[src/rtl/tbank_pkg.sv]
package tbank_pkg;
  localparam int NTMR = 3;

  localparam logic [3:0] A_CTRL = 4'd0;
  localparam logic [3:0] A_MODE = 4'd1;
  localparam logic [3:0] A_STAT = 4'd2;
  localparam logic [3:0] A_RLD0 = 4'd3;
  localparam logic [3:0] A_PLO  = 4'd6;
  localparam logic [3:0] A_PHI  = 4'd7;
  localparam logic [3:0] A_SOLO = 4'd8;
  localparam logic [3:0] A_ACK0 = 4'd9;

  // per-timer control nibble: {irq_en, run, rate[1:0]}
  typedef struct packed {
    logic       irq_en;
    logic       run;
    logic [1:0] rate;
  } tmr_ctl_t;
endpackage

[src/rtl/tbank_tick.sv]
module tbank_tick #(
  parameter int BASE_DIV = 50,
  parameter int NRATE    = 4
) (
  input  logic             clk,
  input  logic             rst,
  output logic [NRATE-1:0] rate_tick
);
  localparam int PW  = (BASE_DIV > 1) ? $clog2(BASE_DIV) : 1;
  localparam int DVW = (NRATE > 1) ? NRATE - 1 : 1;

  logic [PW-1:0]  pre_q;
  logic [DVW-1:0] div_q;
  logic           base;

  assign base = (pre_q == PW'(BASE_DIV - 1));

  always_ff @(posedge clk) begin
    if (rst) begin
      pre_q <= '0;
      div_q <= '0;
    end else begin
      pre_q <= base ? '0 : pre_q + 1'b1;
      if (base) div_q <= div_q + 1'b1;
    end
  end

  for (genvar k = 0; k < NRATE; k++) begin : g_rate
    if (k == 0) begin : g_base
      assign rate_tick[k] = base;
    end else begin : g_div
      assign rate_tick[k] = base && (&div_q[k-1:0]);
    end
  end
endmodule

[src/rtl/tbank_timer.sv]
module tbank_timer #(
  parameter int CW = 16
) (
  input  logic          clk,
  input  logic          rst,
  input  logic          tick,
  input  logic          run,
  input  logic          irq_en,
  input  logic          load,
  input  logic [CW-1:0] load_val,
  input  logic          clr,
  output logic [CW-1:0] cnt,
  output logic [CW-1:0] reload,
  output logic          flag,
  output logic          flag_nxt
);
  logic hit;

  assign hit      = run && tick && (cnt == '0) && !load;
  // a new event wins over a clear in the same cycle
  assign flag_nxt = (hit && irq_en) ? 1'b1 : (clr ? 1'b0 : flag);

  always_ff @(posedge clk) begin
    if (rst) begin
      cnt    <= '0;
      reload <= '0;
      flag   <= 1'b0;
    end else begin
      flag <= flag_nxt;
      if (load) begin
        cnt    <= load_val;
        reload <= load_val;
      end else if (run && tick) begin
        cnt <= (cnt == '0) ? reload : cnt - 1'b1;
      end
    end
  end
endmodule

[src/rtl/timer_bank.sv]
module timer_bank
  import tbank_pkg::*;
#(
  parameter int DW       = 16,
  parameter int BASE_DIV = 50
) (
  input  logic          clk,
  input  logic          rst,
  input  logic          bus_wr,
  input  logic          bus_rd,
  input  logic [3:0]    bus_addr,
  input  logic [DW-1:0] bus_wdata,
  output logic [DW-1:0] bus_rdata,
  output logic          irq
);
  localparam int NRATE = 4;
  localparam int CTLW  = NTMR * $bits(tmr_ctl_t);

  logic [CTLW-1:0]           ctrl_q;
  tmr_ctl_t [NTMR-1:0]       ctl;
  logic [DW-1:0]             mode_q;
  logic [DW-1:0]             pair_hold_q;
  logic [NRATE-1:0]          rate_tick;
  logic [NTMR-1:0]           flag_q, flag_nxt, ld, clr, tick, run, ie;
  logic [NTMR-1:0][DW-1:0]   cnt_w, rld_w;
  logic [DW-1:0]             rd_mux;
  logic                      pair_cap;

  assign ctl = ctrl_q;

  tbank_tick #(.BASE_DIV(BASE_DIV), .NRATE(NRATE)) u_tick (
    .clk       (clk),
    .rst       (rst),
    .rate_tick (rate_tick)
  );

  for (genvar i = 0; i < NTMR; i++) begin : g_tmr
    assign run[i]  = ctl[i].run;
    assign ie[i]   = ctl[i].irq_en;
    assign tick[i] = rate_tick[ctl[i].rate];
    assign ld[i]   = bus_wr && (bus_addr == A_RLD0 + 4'(i));
    assign clr[i]  = bus_wr && (((bus_addr == A_STAT) && !bus_wdata[i]) ||
                                (bus_addr == A_ACK0 + 4'(i)));

    tbank_timer #(.CW(DW)) u_tmr (
      .clk      (clk),
      .rst      (rst),
      .tick     (tick[i]),
      .run      (run[i]),
      .irq_en   (ie[i]),
      .load     (ld[i]),
      .load_val (bus_wdata),
      .clr      (clr[i]),
      .cnt      (cnt_w[i]),
      .reload   (rld_w[i]),
      .flag     (flag_q[i]),
      .flag_nxt (flag_nxt[i])
    );
  end

  always_ff @(posedge clk) begin
    if (rst) begin
      ctrl_q <= '0;
      mode_q <= '0;
    end else if (bus_wr) begin
      if (bus_addr == A_CTRL) ctrl_q <= bus_wdata[CTLW-1:0];
      if (bus_addr == A_MODE) mode_q <= bus_wdata;
    end
  end

  // pair capture: every pair read in mode 0, low-word reads only in mode 1
  assign pair_cap = bus_rd && ((bus_addr == A_PLO) ||
                               ((bus_addr == A_PHI) && !mode_q[0]));

  always_ff @(posedge clk) begin
    if (rst)           pair_hold_q <= '0;
    else if (pair_cap) pair_hold_q <= cnt_w[1];
  end

  always_comb begin
    rd_mux = '0;
    case (bus_addr)
      A_CTRL:                   rd_mux = DW'(ctrl_q);
      A_MODE:                   rd_mux = mode_q;
      A_STAT:                   rd_mux = DW'(flag_q);
      A_RLD0, A_RLD0 + 4'd1,
      A_RLD0 + 4'd2:            rd_mux = rld_w[bus_addr - A_RLD0];
      A_PLO:                    rd_mux = cnt_w[0];
      A_PHI:                    rd_mux = mode_q[0] ? pair_hold_q : cnt_w[1];
      A_SOLO:                   rd_mux = cnt_w[2];
      default:                  rd_mux = '0;
    endcase
  end

  always_ff @(posedge clk) begin
    if (rst) begin
      bus_rdata <= '0;
      irq       <= 1'b0;
    end else begin
      if (bus_rd) bus_rdata <= rd_mux;
      irq <= |flag_nxt;
    end
  end
endmodule

[config.mk]
export PLATFORM = sky130hd
export DESIGN_NAME = timer_bank
export DESIGN_NICKNAME = d
export VERILOG_FILES = /design/src/rtl/tbank_pkg.sv /design/src/rtl/tbank_tick.sv /design/src/rtl/tbank_timer.sv /design/src/rtl/timer_bank.sv
export SDC_FILE = /design/constraint.sdc
export NUM_CORES = 1
export LEC_CHECK = 0
export ABC_AREA = 1
export BUFFER_PORTS_ARGS = -buffer_cell sky130_fd_sc_hd__buf_2
export CAP_MARGIN = 40
export CORE_ASPECT_RATIO = 0.8
export CORE_MARGIN = 10
export CORE_UTILIZATION = 40
export CTS_BUF_LIST = sky130_fd_sc_hd__clkbuf_2 sky130_fd_sc_hd__clkbuf_4 sky130_fd_sc_hd__clkbuf_8
export DETAILED_ROUTE_END_ITERATION = 8
export REMOVE_ABC_BUFFERS = 1
export SETUP_SLACK_MARGIN = 0.02
export SYNTH_ARGS = -nofsm -noshare
export SYNTH_HDL_FRONTEND = slang
export SYNTH_SLANG_ARGS = --single-unit
[constraint.sdc]
create_clock -name clk -period 2.8 [get_ports clk]
set_input_delay 0.56 -clock clk [delete_from_list [all_inputs] [get_ports clk]]
set_output_delay 0.56 -clock clk [all_outputs]
set_load 0.02 [all_outputs]
==> summary.md <==
| Metric | Value |
|---|---|
| Final Cell Area | 10800 um^2 |
| Max Cap Violations | 0 |
| Total Neg Setup Slack | 0 ns |
| Vias in the first global route | 9595 |
| Worst VDD drop | 0.355 mV |
| Die Height | 161 um |
| Top-count cell post-synth | nand2_1 |
| CP startpoint kind | flop |
| Synth Cell Area | 9890 um^2 |
| Top_reg_cell synth | dfxtp_1 |
| Finished Layout Cells | 1910 |
| Worst skew pair latency | 0.49 ns |
| Layout Nets | 1616 |
| Setup ws final | 0.414 ns |
| Hold-fix buffers, CTS | 0 |
| Post-synth ARST share | 0 |
| Full die area | 31500 um^2 |
| Die Wd | 196 um |
| 1st-iter DRT viols | 1131 |
| Largest stage delay, worst path | 0.77 ns |
| Slew Viols, Final | 0 |
| Cells after Synth | 1560 |
| Critical Path RT | 3.15 ns |
| H-tree lvl count | 4 |
| Final hold violations | 0 |
| WL/cell | 18.6 um |
| Area leader, netlist | dfxtp_1 |
| Worst path arrival time | 2.74 ns |
| Highest-delay cell along the critical path | o21ai_1 |
| Worst Path Max Fanout | 11 |
| Critical path type | flop to flop |
| Pwr/cell area | 472 nW/um^2 |
| Period Utilization, post-route | 0.852 |
| Place WS | 0.260 ns |
| Worst Hold Class | input pin to flop |
| Final core occ | 0.444 |
| Top Ports | 41 |
| DR vias | 10500 |
| Critical Path Sink Type | flop |
| Postcts setup bufs | 0 |
| 1st-pass router iterations | 6 |
| RSZ-0062 raised after global routing | false |
| Antenna Violating Nets Remaining | 0 |
| Post-synth top area share | 0.342 |
| WL final | 35600 um |
| Clock tree buffer depth | 2 |
| Initial antenna violation count | 1 |
| Port Buffers | 40 |
| Total grt overflow | 0 |
| Dpl cells | 1877 |
| Crit-path cells | inv_1 > ha_1 > nand3_1 > nor2_1 > nand2_1 > o21ai_1 > nand2_1 > nand2_1 > nand2_1 > nand2_1 > a21oi_1 |
| Unique cell type count in the Yosys netlist | 40 |
| Synth Area per Inst | 6.34 um^2 |
| Min Tclk post-route | 2.39 ns |
| Slew Limit Headroom | 0.331 |
| Largest delay share family, worst path | compound AO/OA/AOI/OAI gates |
| Setup Viol. Count Final | 0 |
| CTS buffer count | 17 |
| Clk_skew | 0.0211 ns |
| Clock sinks | 169 |
| Worst reg-to-reg setup slack | 0.41 ns |
| Share of post-route cells with drive strength above 1 | 0.115 |
| Run status | complete, no violations |
| Sequential element share of the synthesized area | 0.342 |
| CTS tree | yes |
| Worst slew pin tran | 0.996 ns |
| Std cell rows | 51 |
| Root Buffer | clkbuf_8 |
| Crit-path most repeated cell | nand2_1 |
| Post-synthesis register bit count | 169 |
| Register Area | 3380 um^2 |
| Post-DP HPWL | 26900 um |
| Post-synth EDFFs | 0 |
| Hold WS | 0.446 ns |
| Largest cells by area after synthesis | dfxtp_1 34%, nand2_1 19%, nand3_1 7.7%, a21oi_1 7.5%, nor2_1 5.3% |
| Lkg Pwr | 4.72 nW |
| Placed cell areas | 10400 um^2 |
| Fill count | 2639 |
| Area of the multi-input gates | 5630 um^2 |
| Vias per inst | 5.49 |
| Fmax | 419 MHz |
| GP Congestion | 0.994 |
| Largest net degree at the start of global routing | 126 |
| Buf+Inv Stages, Crit Path | 1 |
| GRT Overall Usage | 0.222 |
| Post-CTS sizing | 0 |
| Core area | 24300 um^2 |
| Initial Utilization | 0.407 |
| Top cells by count, synth | 492 x nand2_1, 169 x dfxtp_1, 152 x nand3_1 |
| Overall Power | 5.10 mW |
| First-pass GRT wire length | 55500 um |
| Reg clk slew, reported paths | 0.10 ns |
| Yosys warns | 0 |
| Layout area overhead | 9.19% |
| Residual DRC count | 0 |
==> path summary, 6_finish.rpt <==
path	from	to	cells after the start
max	g_tmr[2].u_tmr.cnt[1]$_SDFFE_PP0P_	g_tmr[2].u_tmr.cnt[4]$_SDFFE_PP0P_	11
min	bus_wdata[15]	mode_q[15]$_SDFFE_PP0P_	3
max reg2reg	g_tmr[2].u_tmr.cnt[1]$_SDFFE_PP0P_	g_tmr[2].u_tmr.cnt[4]$_SDFFE_PP0P_	11
min reg2reg	pair_hold_q[0]$_SDFFE_PP0P_	pair_hold_q[0]$_SDFFE_PP0P_	2
==> layout make-up <==
type | instances | area share
clock buffers | 18 | 0.0229
diodes | 1 | 0.000232
inverters | 134 | 0.0470
well taps | 318 | 0.0368
repair buffers | 69 | 0.0413
clock inverters | 14 | 0.0170
multi-input cells | 1187 | 0.521
flip-flops and latches | 169 | 0.313
==> flip-flops by register name (all words and copies together), names as in the netlist <==
register            flops
irq                     1
g_tmr.u_tmr.cnt        48
g_tmr.u_tmr.flag        3
pair_hold_q            16
u_tick.pre_q            6
u_tick.div_q            3
ctl                    12
g_tmr.u_tmr.reload     48
mode_q                 16
bus_rdata              16
==> kinds of logic after synthesis <==
group,synth area share
XOR/XNOR,0.0115
flip-flops,0.342
adder cells (fa/ha/maj),0.0177
buffers and inverters,0.0887
AND/OR/NAND/NOR,0.387
AO/OA/AOI/OAI,0.153
==> power by group <==
part / internal [mW] / switching, mW / leakage, nW
Combinational: 0.183 / 0.464 / 3.13
Clock: 0.931 / 1.04 / 0.217
Sequential: 2.44 / 0.0350 / 1.36
Total: 3.55 / 1.54 / 4.72
==> layer usage <==
layer / vias up / share of wire / global-route usage
met3: 45 / 0.10 / 0.0618
met4: 0 / 0.018 / 0.0558
met2: 424 / 0.41 / 0.318
li1: 5106 / - / -
met1: 4907 / 0.47 / 0.319
met5: - / 0 / 0
==> tightest hold or removal path: cells and delay by family <==
| family | cells | cell delay, ns |
|---|---|---|
| compound gates | 1 | 0.06 |
| simple gates | 1 | 0.10 |
| buf+inv | 1 | 0.17 |
==> layout by cell type, fill, tap and decap left out, drive strengths merged <==
master and count:
buf 69, nor2 160, o22ai 7, a21oi 160, xor2 8, xnor2 5, dfxtp 169, diode 1
o2111ai 1, a31oi 1, bufinv 3, clkbuf 18, clkinvlp 1, nand4 24, nor3 7, clkinv 6
nand2 514, ha 14, inv 138, o21ai 118, nand3b 2, nand3 161, or2 3, o211ai 2
Note: power is estimated with default switching activity, not from simulation.
